<file path="config.mk">
export PLATFORM = sky130hd
export DESIGN_NAME = tap_ctrl
export DESIGN_NICKNAME = d
export VERILOG_FILES = /design/src/rtl/tap_pkg.sv /design/src/rtl/tap_fsm.sv /design/src/rtl/tap_ir.sv /design/src/rtl/tap_dr.sv /design/src/rtl/tap_ctrl.sv
export SDC_FILE = /design/constraint.sdc
export NUM_CORES = 1
export LEC_CHECK = 0
export BUFFER_PORTS_ARGS = -buffer_cell sky130_fd_sc_hd__clkbuf_2
export CAP_MARGIN = 20
export CORE_ASPECT_RATIO = 0.9
export CORE_UTILIZATION = 55
export DETAILED_ROUTE_END_ITERATION = 16
export PLACE_DENSITY_LB_ADDON = 0.05
export SLEW_MARGIN = 15
export SYNTH_ARGS = -nofsm -noshare
export SYNTH_HDL_FRONTEND = slang
export SYNTH_SLANG_ARGS = --single-unit
</file>
<file path="constraint.sdc">
create_clock -name tck -period 2.1 [get_ports tck]
set_input_delay 0.42 -clock tck [delete_from_list [all_inputs] [get_ports tck]]
set_output_delay 0.42 -clock tck [all_outputs]
set_load 0.005 [all_outputs]
</file>
<file path="src/rtl/tap_pkg.sv">
`timescale 1ns/1ps
package tap_pkg;

    typedef enum logic [3:0] {
        TS_RESET,   TS_IDLE,
        TS_DR_SEL,  TS_DR_CAP,  TS_DR_SHIFT, TS_DR_EXIT1,
        TS_DR_PAUSE, TS_DR_EXIT2, TS_DR_UPD,
        TS_IR_SEL,  TS_IR_CAP,  TS_IR_SHIFT, TS_IR_EXIT1,
        TS_IR_PAUSE, TS_IR_EXIT2, TS_IR_UPD
    } tap_state_e;

    typedef enum logic [1:0] {
        PATH_BYPASS,
        PATH_IDENT,
        PATH_EXTSCAN
    } dr_path_e;

    typedef struct packed {
        logic ir_load;    // capture or recapture of instruction register
        logic ir_shift;
        logic ir_update;
        logic dr_load;    // capture or recapture of data register
        logic dr_shift;
        logic dr_update;
        logic in_reset;
    } tap_ctl_t;

endpackage

</file>
<file path="src/rtl/tap_fsm.sv">
`timescale 1ns/1ps
module tap_fsm
    import tap_pkg::*;
(
    input  logic       tck,
    input  logic       trst_n,
    input  logic       tms,
    output tap_state_e state,
    output tap_ctl_t   ctl
);

    tap_state_e nxt;

    always_ff @(posedge tck or negedge trst_n) begin
        if (!trst_n) state <= TS_RESET;
        else         state <= nxt;
    end

    always_comb begin
        unique case (state)
            TS_RESET:    nxt = tms ? TS_RESET    : TS_IDLE;
            TS_IDLE:     nxt = tms ? TS_DR_SEL   : TS_IDLE;
            TS_DR_SEL:   nxt = tms ? TS_IR_SEL   : TS_DR_CAP;
            TS_DR_CAP:   nxt = tms ? TS_DR_EXIT1 : TS_DR_SHIFT;
            TS_DR_SHIFT: nxt = tms ? TS_DR_EXIT1 : TS_DR_SHIFT;
            TS_DR_EXIT1: nxt = tms ? TS_DR_UPD   : TS_DR_PAUSE;
            TS_DR_PAUSE: nxt = tms ? TS_DR_EXIT2 : TS_DR_PAUSE;
            TS_DR_EXIT2: nxt = tms ? TS_DR_UPD   : TS_DR_SHIFT;
            TS_DR_UPD:   nxt = tms ? TS_DR_SEL   : TS_IDLE;
            TS_IR_SEL:   nxt = tms ? TS_RESET    : TS_IR_CAP;
            TS_IR_CAP:   nxt = tms ? TS_IR_EXIT1 : TS_IR_SHIFT;
            TS_IR_SHIFT: nxt = tms ? TS_IR_EXIT1 : TS_IR_SHIFT;
            TS_IR_EXIT1: nxt = tms ? TS_IR_UPD   : TS_IR_PAUSE;
            TS_IR_PAUSE: nxt = tms ? TS_IR_EXIT2 : TS_IR_PAUSE;
            TS_IR_EXIT2: nxt = tms ? TS_IR_UPD   : TS_IR_SHIFT;
            TS_IR_UPD:   nxt = tms ? TS_DR_SEL   : TS_IDLE;
            default:     nxt = TS_RESET;
        endcase
    end

    // Exit2 back into Shift is treated as a fresh capture: no path keeps
    // its partial contents across a pause.
    always_comb begin
        ctl           = '0;
        ctl.ir_load   = (state == TS_IR_CAP) || ((state == TS_IR_EXIT2) && !tms);
        ctl.ir_shift  = (state == TS_IR_SHIFT);
        ctl.ir_update = (state == TS_IR_UPD);
        ctl.dr_load   = (state == TS_DR_CAP) || ((state == TS_DR_EXIT2) && !tms);
        ctl.dr_shift  = (state == TS_DR_SHIFT);
        ctl.dr_update = (state == TS_DR_UPD);
        ctl.in_reset  = (state == TS_RESET);
    end

endmodule

</file>
<file path="src/rtl/tap_ir.sv">
`timescale 1ns/1ps
module tap_ir
    import tap_pkg::*;
#(
    parameter int              IR_W        = 8,
    parameter logic [IR_W-1:0] CAPTURE_PAT = 'h01,
    parameter logic [IR_W-1:0] OP_EXTEST   = 'h00,
    parameter logic [IR_W-1:0] OP_SAMPLE   = 'h01,
    parameter logic [IR_W-1:0] OP_IDCODE   = 'h04,
    parameter logic [IR_W-1:0] OP_BYPASS   = '1
) (
    input  logic     tck,
    input  logic     trst_n,
    input  logic     tdi,
    input  tap_ctl_t ctl,
    output logic     so,
    output dr_path_e path
);

    localparam int MSB = IR_W - 1;

    logic [MSB:0] sr_q;
    logic [MSB:0] instr_q;

    always_ff @(posedge tck or negedge trst_n) begin
        if (!trst_n) begin
            sr_q    <= CAPTURE_PAT;
            instr_q <= OP_BYPASS;
        end else begin
            if (ctl.ir_load)       sr_q <= CAPTURE_PAT;
            else if (ctl.ir_shift) sr_q <= {tdi, sr_q[MSB:1]};

            if (ctl.in_reset)       instr_q <= OP_BYPASS;
            else if (ctl.ir_update) instr_q <= sr_q;
        end
    end

    // Every code not claimed below, private or public, lands on bypass.
    always_comb begin
        if ((instr_q == OP_EXTEST) || (instr_q == OP_SAMPLE)) path = PATH_EXTSCAN;
        else if (instr_q == OP_IDCODE)                        path = PATH_IDENT;
        else                                                  path = PATH_BYPASS;
    end

    assign so = sr_q[0];

endmodule

</file>
<file path="src/rtl/tap_dr.sv">
`timescale 1ns/1ps
module tap_dr
    import tap_pkg::*;
#(
    parameter int              ID_W     = 32,
    parameter logic [ID_W-1:0] ID_VALUE = 32'h8006302F
) (
    input  logic     tck,
    input  logic     trst_n,
    input  logic     tdi,
    input  tap_ctl_t ctl,
    input  dr_path_e path,
    input  logic     ext_so,
    output logic     so,
    output logic     ext_sel,
    output logic     ext_capture,
    output logic     ext_shift,
    output logic     ext_update
);

    localparam int MSB = ID_W - 1;

    logic         byp_q;
    logic [MSB:0] id_q;
    logic         use_byp;
    logic         use_id;

    assign use_byp = (path == PATH_BYPASS);
    assign use_id  = (path == PATH_IDENT);

    always_ff @(posedge tck or negedge trst_n) begin
        if (!trst_n) begin
            byp_q <= 1'b0;
        end else if (use_byp) begin
            if (ctl.dr_load)       byp_q <= 1'b0;
            else if (ctl.dr_shift) byp_q <= tdi;
        end
    end

    always_ff @(posedge tck or negedge trst_n) begin
        if (!trst_n) begin
            id_q <= ID_VALUE;
        end else if (use_id) begin
            if (ctl.dr_load)       id_q <= ID_VALUE;
            else if (ctl.dr_shift) id_q <= {tdi, id_q[MSB:1]};
        end
    end

    assign ext_sel     = (path == PATH_EXTSCAN);
    assign ext_capture = ext_sel && ctl.dr_load;
    assign ext_shift   = ext_sel && ctl.dr_shift;
    assign ext_update  = ext_sel && ctl.dr_update;

    always_comb begin
        unique case (path)
            PATH_IDENT:   so = id_q[0];
            PATH_EXTSCAN: so = ext_so;
            default:      so = byp_q;
        endcase
    end

endmodule

</file>
<file path="src/rtl/tap_ctrl.sv">
`timescale 1ns/1ps
module tap_ctrl
    import tap_pkg::*;
#(
    parameter int              IR_W     = 8,
    parameter int              ID_W     = 32,
    parameter logic [ID_W-1:0] ID_VALUE = 32'h8006302F
) (
    input  logic tck,
    input  logic trst_n,
    input  logic tms,
    input  logic tdi,
    output logic tdo,
    output logic tdo_en,
    input  logic ext_so,
    output logic ext_sel,
    output logic ext_capture,
    output logic ext_shift,
    output logic ext_update
);

    tap_state_e state;
    tap_ctl_t   ctl;
    dr_path_e   path;
    logic       ir_so;
    logic       dr_so;

    tap_fsm u_fsm (
        .tck    (tck),
        .trst_n (trst_n),
        .tms    (tms),
        .state  (state),
        .ctl    (ctl)
    );

    tap_ir #(.IR_W(IR_W)) u_ir (
        .tck    (tck),
        .trst_n (trst_n),
        .tdi    (tdi),
        .ctl    (ctl),
        .so     (ir_so),
        .path   (path)
    );

    tap_dr #(.ID_W(ID_W), .ID_VALUE(ID_VALUE)) u_dr (
        .tck         (tck),
        .trst_n      (trst_n),
        .tdi         (tdi),
        .ctl         (ctl),
        .path        (path),
        .ext_so      (ext_so),
        .so          (dr_so),
        .ext_sel     (ext_sel),
        .ext_capture (ext_capture),
        .ext_shift   (ext_shift),
        .ext_update  (ext_update)
    );

    // Output stage on the falling edge gives the far end a half period of hold.
    always_ff @(negedge tck or negedge trst_n) begin
        if (!trst_n) begin
            tdo    <= 1'b0;
            tdo_en <= 1'b0;
        end else begin
            tdo_en <= ctl.ir_shift || ctl.dr_shift;
            if (ctl.ir_shift)      tdo <= ir_so;
            else if (ctl.dr_shift) tdo <= dr_so;
            else                   tdo <= 1'b0;
        end
    end

endmodule

</file>
==> metrics.cfg, run 1 <==
[outcome]
outcome=complete, but fails checks
violations=hold timing, setup timing

[setup_path]
ff2ff_path_depth=4
critPathArrivalTime_ns=1.40
startpoint_type=flop
timing.critical_path.to=tdo
crit_type=reg -> reg
crit_start=u_ir.instr_q[5]
end_kind=flop
crit-reg2reg-capture=tdo
regToRegStartpoint=u_ir.instr_q[5]
required_time_at_the_endpoint_of_the_critical_path_ns=1.20
path_max_fanout=5
setup.reg_to_reg.worst_slack_ns=-0.20

[synth]
postSynthRegisterBits=55
postSynthAreaPerCell_um2=9.83
synthDistinctLibCells=36
netlist_area_um2=2620
yosysWarnings=0
postSynthNetCount=272
syn-instance-count=267
yosysSeqAreaShare=0.534

[global_routing]
grt_use_total=0.218
grt_pass1_vias=1803
grt_remaining_overflow=0
grt_first_pass_wirelength_um=8110
grt_start_max_net_pins=44
antenna_violations_before_repair=0

[route]
average_wire_per_cell_in_the_routed_design_um=14.3
antenna_nets_post_route=0
first_iter_violations=79
avgViaCountPerCell=5.31
vias=1966
drc_errors=0
dr.pass1.iters=4
postRouteWirelength_um=5310

[cells_and_area]
num_antenna_cells=0
commonest_non_fill_non_tap_cells_in_the_layout=sky130_fd_sc_hd__nand2_1 (50), sky130_fd_sc_hd__dfrtp_1 (33), sky130_fd_sc_hd__buf_4 (27)
final_nets=312
final-seq-area_um2=1400
area.growth.synth_to_final_pct=25.1
fillers=350
share_of_layout_cells_above_drive_strength_1=0.315
most_common_library_cell_in_the_layout_ignoring_fill_and_taps=sky130_fd_sc_hd__nand2_1
layout.cell_area.non_filler_um2=3280
multiInputGateArea_um2=1150
final_core_utilization=0.727

[timing]
max_freq_mhz=438
max_slew_margin=0.641
min_tclk_post_route_ns=2.30
tightest_slew_ns=0.538
final-hold-violation-count=9
setup_slack_ns=-0.201
post-route-period-util=1.10
worst_clock_skew_ns=0.0112
final-max-slew-violation-count=0
fin_tns_setup_ns=-2.09
final_report_setup_violation_count=26
hold_slack_ns=-0.00929
rsz0062_at_grt=yes

[floorplanning]
core_area_um2=4520
die_w_um=74.8
die_height_um=67.5
design.die.area_um2=5050
placement_rows=23
floorplan.initialDensity=0.581
top_level_port_count=11

[clock_tree]
cts.sinks=55
tritoncts_clock_tree=done
clkLatencyLatePin_ns=0.30
number_of_buffers_created_by_cts=5
cts_root_buf=sky130_fd_sc_hd__clkbuf_8
longest_clk_path_bufs=2
path_clk_slew_ns=0.10
cts_h_tree_depth=2

[placement]
hpwl_detailed_um=3460
gp_routability_congestion=0.810
post_dp_cell_area_um2=3020
port-buffer-count=10
post-place-ws_ns=-0.191

[pwr]
p_per_area_nw_per_um2=943
ir_drop_uv=569
fin_total_pwr_mw=3.10
power.leakage_nw=1.47

[hold_path]
hold_path.class=in -> async

[job]
maxCapViolCount=0

==> cells in the mapped netlist (all sizes together) <==
cell type	instances	area share
a2111oi	1	0.010
a211oi	1	0.0029
a21boi	1	0.0029
a21o	1	0.0029
a21oi	14	0.027
a221o	1	0.0038
a22o	1	0.0033
a22oi	8	0.023
a2bb2oi	1	0.0033
a311oi	1	0.0033
a32oi	1	0.0033
a41oi	1	0.0033
and2	1	0.0024
buf	3	0.0086
clkbuf	12	0.017
dfrtn	2	0.019
dfrtp	34	0.32
dfstp	19	0.19
inv	26	0.037
mux2	10	0.043
mux2i	22	0.084
nand2	51	0.073
nand2b	8	0.019
nand3	4	0.0076
nand3b	1	0.0029
nor2	13	0.019
nor2b	1	0.0024
nor3	6	0.011
nor4	1	0.0024
nor4b	2	0.0067
o21ai	13	0.025
o32ai	1	0.0033
or2	1	0.0024
or3	3	0.0072
xnor2	1	0.0033
==> stage by stage <==
step | cells | hold slack [ns]
after floorplan | 267 | 0.124
after global placement | 356 | 0.336
after detailed placement | 356 | 0.336
after CTS | 368 | 0.00336
after global routing | 370 | 0.000526
final | 370 | -0.00929
==> worst max-delay path: stages, from the launching register on <==
cell	delay (ns)
sky130_fd_sc_hd__dfstp_2	0.39
sky130_fd_sc_hd__nor4_4	0.35
sky130_fd_sc_hd__a21oi_1	0.11
sky130_fd_sc_hd__a41oi_1	0.17
sky130_fd_sc_hd__o21ai_1	0.07
==> worst min path at each step <==
stage	startpoint	depth (start not counted)	endpoint	slack, ns
floorplan	trst_n	0	u_dr.byp_q	0.12
global placement	trst_n	1	u_fsm.state[0]	0.34
CTS	trst_n	1	u_dr.id_q[8]	0.003
detailed placement	trst_n	1	u_fsm.state[0]	0.34
finish	trst_n	1	u_dr.id_q[8]	-0.009
global route	trst_n	1	u_fsm.state[0]	0.0005
==> state kept, by name (all words and copies together) (netlist names) <==
name,count
u_dr.id_q,32
u_ir.instr_q,8
u_ir.sr_q,8
u_fsm.state,4
tdo,1
tdo_en,1
u_dr.byp_q,1
==> power breakdown <==
group	total (mW)	internal [mW]	switching, mW
sequential	1.34	1.22	0.119
combinational	1.03	0.473	0.559
clock	0.724	0.386	0.337
total	3.10	2.08	1.02
==> routing by layer <==
metal,part of all wire,GRT usage,wire length (um)
met1,0.51,0.318,2720
met2,0.45,0.329,2370
met3,0.036,0.0552,189
met4,0.0049,0.0495,26
met5,0,0,0
==> cell type report <==
class / count / area share
clock buffers: 6 / 0.0252
clock inverters: 2 / 0.0107
inverters: 26 / 0.0297
multi-input cells: 171 / 0.350
flip-flops and latches: 55 / 0.427
well taps: 62 / 0.0236
repair buffers: 48 / 0.134
==> cells by family after synthesis <==
logic type	Yosys count	share of synthesized area
DFF	55	0.534
xor gates and xnor gates	1	0.00334
muxes	32	0.127
buffers and inverters	41	0.0629
and+or+nand+nor	92	0.156
AOI/OAI and AO/OA	46	0.117
==> what timing repair did <==
| action | in CTS | in global routing |
|---|---|---|
| endpoints found under the setup margin | 30 | 33 |
| buffers inserted | 2 | 1 |
| gates resized for setup | 5 | 14 |
| gates cloned | 2 | 1 |
| hold buffers | 0 | 0 |
(Power assumes the default switching activity.)
==> run 2, diff against run 1 <==
- BUFFER_PORTS_ARGS: -buffer_cell sky130_fd_sc_hd__clkbuf_2 -> default
- CORE_MARGIN: default -> 5
- CORE_UTILIZATION: 55 -> 56
- DONT_BUFFER_PORTS: default -> 1
==> run 2 against run 1 <==
The flow finishes with violations (setup timing). Non-clock buffer count is 2 lower. Combinational power is 5% higher. First-iteration DRC count is 30% higher.
==> metrics.cfg, run 2 (synthesis results as in run 1) <==
[outcome]
outcome=complete, but fails checks
violations=setup timing

[setup_path]
end_kind=flop
setup.reg_to_reg.worst_slack_ns=-0.25  ; -0.05 ns
critPathArrivalTime_ns=1.44  ; +0.04 ns
startpoint_type=flop
slowest_stage=sky130_fd_sc_hd__dfstp_2
crit_type=reg -> reg
cells_along_the_critical_path=nor4_4 > a21oi_1 > a41oi_1 > o21ai_1
crit-reg2reg-capture=tdo
ff2ff_path_depth=4  ; unchanged
path_max_fanout=3  ; -2
max_stage_delay_ns=0.40  ; about the same
required_time_at_the_endpoint_of_the_critical_path_ns=1.19  ; about the same
regToRegStartpoint=u_ir.instr_q[6]

[global_routing]
grt_first_pass_wirelength_um=9220  ; +14%
met1_use_gr=0.268  ; -0.0503
grt_pass1_vias=1918  ; +6.4%
grt_start_max_net_pins=54  ; +23%
grt_most_used_layer=met2
met2_use_gr=0.317  ; -0.0113
grt_use_total=0.197  ; -0.0206
grt_remaining_overflow=0  ; unchanged
grt_use_met3=0.0502  ; -0.00498
antenna_violations_before_repair=0  ; unchanged

[timing]
setup_slack_ns=-0.251  ; -0.0507 ns
worst_clock_skew_ns=0.00920  ; -0.00197 ns
fin_tns_setup_ns=-0.909  ; +1.18 ns
tightest_slew_ns=0.644  ; +0.106 ns
final-max-slew-violation-count=0  ; unchanged
final_report_setup_violation_count=27  ; +3.8%
hold_slack_ns=0.219  ; +0.228 ns
rsz0062_at_grt=yes
final-hold-violation-count=0  ; -9
max_slew_margin=0.569  ; -0.0721

[clock_tree]
number_of_buffers_created_by_cts=5  ; unchanged
cts_root_buf=sky130_fd_sc_hd__clkbuf_8
cts.sinks=55  ; unchanged
tritoncts_clock_tree=done
cts_h_tree_depth=2  ; unchanged
clkLatencyLatePin_ns=0.30  ; about the same
path_clk_slew_ns=0.09  ; about the same
longest_clk_path_bufs=2  ; unchanged

[cells_and_area]
most_common_library_cell_in_the_layout_ignoring_fill_and_taps=sky130_fd_sc_hd__nand2_1
final_cells=368  ; -0.54%
commonest_non_fill_non_tap_cells_in_the_layout=sky130_fd_sc_hd__nand2_1 (50), sky130_fd_sc_hd__dfrtp_1 (33), sky130_fd_sc_hd__buf_4 (30)
fillers=327  ; -6.6%
num_antenna_cells=0  ; unchanged
largest-register=u_dr.id_q
top_regs=u_dr.id_q: 32 flops, u_ir.instr_q: 8 flops, u_ir.sr_q: 8 flops
largest_register_ffs=32  ; unchanged
final_nets=310  ; -0.64%
share_of_layout_cells_above_drive_strength_1=0.320  ; +0.00533
final_core_utilization=0.760  ; +0.0336
area.growth.synth_to_final_pct=30.1

[pwr]
ir_drop_uv=685  ; +20%
p_per_area_nw_per_um2=921  ; -2.3%
power.leakage_nw=1.51  ; +2.7%

[floorplanning]
core_area_um2=4490  ; -0.64%
die_w_um=82.2  ; +9.8%
placement_rows=23  ; unchanged
floorplan.initialDensity=0.584  ; +0.00372
design.die.area_um2=6160  ; +22%
die_height_um=74.9  ; +11%
top_level_port_count=11  ; unchanged

[route]
first_iter_violations=103  ; +30%
antenna_nets_post_route=0  ; unchanged
dr.pass1.iters=4  ; unchanged
drc_errors=0  ; unchanged
vias=1964  ; -0.10%
average_wire_per_cell_in_the_routed_design_um=15.2  ; +6.3%
avgViaCountPerCell=5.34  ; +0.44%
postRouteWirelength_um=5610  ; +5.7%

[job]
maxCapViolCount=0  ; unchanged

[placement]
post-place-ws_ns=-0.199  ; -0.00829 ns
number_of_cells_in_the_design_after_placement=347  ; -2.5%
gp_routability_congestion=0.783  ; -3.4%
port-buffer-count=0  ; -10
hpwl_detailed_um=3340  ; -3.5%

[hold_path]
hold_path.startpoint=tms
hold_end=u_fsm.state[0]
hold_path.class=in -> reg
min_delay_path_depth=1

## run 2: changes by cell type in the layout (fill, tap and decap cells not counted), sizes merged
cell	delta
buf	+5
clkbuf	-8
dlygate4sd3	+1
## run 2: through the flow
stage          cell area [um2]  power, mW
2_1_floorplan             2690       1.93
3_3_place_gp              2960       2.26
3_5_place_dp              2960       2.27
4_1_cts                   3290       3.10
5_1_grt                   3410       3.34
6_report                  3410       3.14
## run 2: worst max-delay path: cells and delay by family (launching register included)
family	cells	cell delay [ns]
compound gates	3	0.40
flops	1	0.40
simple gates	1	0.35
## run 2: worst max path at each step
stage,start,end,slack [ns],cells after the start
after floorplan,u_ir.instr_q[0],tdo,-0.15,4
after global placement,u_ir.instr_q[4],tdo,-0.16,4
after detailed placement,u_ir.instr_q[5],tdo,-0.20,4
after CTS,u_ir.instr_q[6],tdo,-0.23,4
after global routing,u_ir.instr_q[6],tdo,-0.30,4
final,u_ir.instr_q[6],tdo,-0.25,4
## run 2: power by group
group | leakage, nW | internal, mW | switching, mW
clock | 0.0612 | 0.386 | 0.329
combinational | 0.757 | 0.517 | 0.567
sequential | 0.692 | 1.22 | 0.123
total | 1.51 | 2.13 | 1.02
## run 2: per-layer routing
layer  share of wire  up-vias
li1                -      967
met1            0.45      958
met2            0.50       32
met3           0.037        7
met4           0.014        0
met5               0        -
## run 2: final cells by class
class / instances / area [um2] / share of cell area
tap: 62 / 77.6 / 0.0227
clock buffer: 6 / 82.6 / 0.0242
inverter: 26 / 97.6 / 0.0286
clock inverter: 2 / 35.0 / 0.0103
multi-input combinational: 171 / 1200 / 0.352
sequential: 55 / 1400 / 0.411
timing repair buffer: 46 / 519 / 0.152
## run 2: what timing repair did
action	CTS	global route
gates cloned	2	2
endpoints found under the hold margin	53	0
setup buffers	4	3
pin swaps	3	0
endpoints found under the setup margin	33	33
hold buffers	2	0
gates resized for setup	19	11
==> run 3, diff against run 2 <==
- CORE_UTILIZATION: 56 -> 58
- clock period: 2.1 -> 2.6 ns (I/O delays scaled with it)
==> run 3 against run 2 <==
The run now ends clean. Via count shrank 5.9%. Routed wire length decreased by 15%. Critical path depth unchanged. Combinational power fell by 37%. Sequential share of layout area grew 6.6 points. First-iteration DRC count grew 13%. Die area decreased by 3.0%. Cell area down 14%. Sequential cell count is the same. Worst setup slack better by 0.30 ns. Critical endpoint unchanged. Largest cell class unchanged. Highest routed layer unchanged.
==> metrics.cfg, run 3 (synthesis results as in run 1) <==
[pwr]
clkPwrFrac=0.238  ; +0.011
sequentialPowerShare=0.469  ; +0.041
ir_drop_uv=621  ; -9.5%
p_per_area_nw_per_um2=787  ; -15%
p_sw_frac=0.326  ; +0.00229
power.share.combinational=0.292  ; -0.053
total_switching_power_mw=0.754  ; -26%
power.leakage_nw=1.23  ; -18%
cellInternalPower_mw=1.56  ; -27%

[floorplanning]
die_height_um=73.8  ; -1.5%
core_area_um2=4400  ; -1.9%
placement_rows=23  ; unchanged
die_w_um=80.9  ; -1.5%
top_level_port_count=11  ; unchanged
floorplan.initialDensity=0.596  ; +0.0115
design.die.area_um2=5970  ; -3.0%

[route]
drc_errors=0  ; unchanged
postRouteWirelength_um=4770  ; -15%
first_iter_violations=116  ; +13%
avgViaCountPerCell=5.42  ; +1.6%
vias=1849  ; -5.9%
routedLengthMet1_um=2300  ; -8.8%
antenna_nets_post_route=0  ; unchanged
dr.pass1.iters=5  ; +1
maxUsedRoutingLayer=met4
average_wire_per_cell_in_the_routed_design_um=14.0  ; -8.3%
wl_met2_um=2250  ; -20%
met3_length_um=166  ; -20%

[placement]
hpwl_detailed_um=3090  ; -7.3%
gp_routability_congestion=0.771  ; -1.4%
port-buffer-count=0  ; unchanged
number_of_cells_in_the_design_after_placement=330  ; -4.9%
post_dp_cell_area_um2=2790  ; -5.9%

[outcome]
outcome=finished clean

[setup_path]
max_stage_delay_ns=0.40  ; about the same
cells_along_the_critical_path=nor4_4 > a21oi_1 > a41oi_1 > o21ai_1
path_max_fanout=3  ; unchanged
crit_type=reg -> reg
startpoint_type=flop
slowest_stage=sky130_fd_sc_hd__dfstp_2
setup.reg_to_reg.worst_slack_ns=0.04  ; +0.30 ns
required_time_at_the_endpoint_of_the_critical_path_ns=1.44  ; +0.25 ns
end_kind=flop
critPathArrivalTime_ns=1.40  ; -0.04 ns

[cells_and_area]
layout.cell_area.non_filler_um2=2940  ; -14%
final_core_utilization=0.667  ; -0.0936
final_cells=341  ; -7.3%
most_common_library_cell_in_the_layout_ignoring_fill_and_taps=sky130_fd_sc_hd__nand2_1
largest_register_ffs=32  ; unchanged
commonest_non_fill_non_tap_cells_in_the_layout=sky130_fd_sc_hd__nand2_1 (51), sky130_fd_sc_hd__dfrtp_1 (34), sky130_fd_sc_hd__inv_1 (26)
share_of_layout_cells_above_drive_strength_1=0.176  ; -0.145
top_regs=u_dr.id_q: 32 flops, u_ir.instr_q: 8 flops, u_ir.sr_q: 8 flops
fillers=365  ; +12%
final_nets=283  ; -8.7%
num_antenna_cells=0  ; unchanged
area.growth.synth_to_final_pct=11.9
largest-register=u_dr.id_q

[clock_tree]
clkLatencyLatePin_ns=0.30  ; about the same
cts.sinks=55  ; unchanged
cts_root_buf=sky130_fd_sc_hd__clkbuf_8
number_of_buffers_created_by_cts=5  ; unchanged
tritoncts_clock_tree=done
cts_h_tree_depth=2  ; unchanged
longest_clk_path_bufs=2  ; unchanged
path_clk_slew_ns=0.10  ; about the same

[timing]
final_report_setup_violation_count=0  ; -100%
final-hold-violation-count=0  ; unchanged
fin_tns_setup_ns=0  ; +0.909 ns
final-max-slew-violation-count=0  ; unchanged
worst_clock_skew_ns=0.00750  ; -0.00170 ns
rsz0062_at_grt=yes
tightest_slew_ns=0.625  ; -0.0183 ns
max_slew_margin=0.582  ; +0.0122
hold_slack_ns=0.0405  ; -0.178 ns

[job]
maxCapViolCount=0  ; unchanged

[global_routing]
grt_start_max_net_pins=35  ; -35%
grt_remaining_overflow=0  ; unchanged
antenna_violations_before_repair=0  ; unchanged
grt_first_pass_wirelength_um=8360  ; -9.4%
grt_pass1_vias=1741  ; -9.2%
grt_use_total=0.182  ; -0.0154

[hold_path]
hold_path.class=in -> async

==> run 3: cell count changes in the layout (fill, tap and decap cells not counted), moves of 3 or more <==
cell                     change
sky130_fd_sc_hd__buf_4      -14
sky130_fd_sc_hd__buf_16      -3
sky130_fd_sc_hd__buf_6       -5
sky130_fd_sc_hd__mux2_4     -10
sky130_fd_sc_hd__mux2_1      +8
==> run 3: power groups by stage <==
stage	combinational [mW]	sequential [mW]	clock, mW
floorplan	0.466	1.07	0
global placement	0.645	1.09	0
detailed placement	0.651	1.09	0
CTS	0.668	1.08	0.568
global route	0.769	1.10	0.600
finish	0.676	1.08	0.551
==> run 3: per-layer routing <==
| layer | global-route usage | vias to the layer above |
|---|---|---|
| li1 | - | 914 |
| met3 | 0.0368 | 7 |
| met4 | 0.0563 | 0 |
| met1 | 0.268 | 893 |
| met5 | 0 | - |
| met2 | 0.271 | 35 |
==> run 3: critical path: cells and delay by family, from the launching register on <==
kind            cells  cell delay (ns)
flops               1             0.40
compound gates      3             0.38
simple gates        1             0.32
==> run 3: cell type report <==
cell class	count	area, um2	area share
flip-flops and latches	55	1400	0.477
clock buffers	7	76.3	0.0260
inverters	26	97.6	0.0332
repair buffers	19	180	0.0614
multi-input cells	171	1070	0.366
well taps	62	77.6	0.0264
clock inverters	1	30.0	0.0102
==> run 3: timing repair <==
item | CTS | global route
pin swaps | 0 | 1
hold buffers | 1 | 0
gates resized for setup | 1 | 1
setup buffers | 0 | 2
hold endpoints to repair | 34 | 0
endpoints found under the setup margin | 1 | 1
==> run 3: stage by stage <==
| stage | power, mW | worst slack (ns) |
|---|---|---|
| after global placement | 1.74 | 0.0627 |
| after CTS | 2.32 | 0.00448 |
| after detailed placement | 1.74 | -0.0239 |
| final | 2.31 | 0.0447 |
| after floorplan | 1.53 | 0.0443 |
| after global routing | 2.47 | -0.0344 |
==> run 3: path summary, 6_finish.rpt <==
check,from,end,cells past startpoint
max,u_ir.instr_q[5],tdo,4
min,trst_n,u_dr.id_q[24],1
max reg2reg,u_ir.instr_q[5],tdo,4
min reg2reg,u_dr.id_q[17],u_dr.id_q[16],2
max in group asynchronous,trst_n,tdo,0
min in group tck,tms,u_fsm.state[0],1
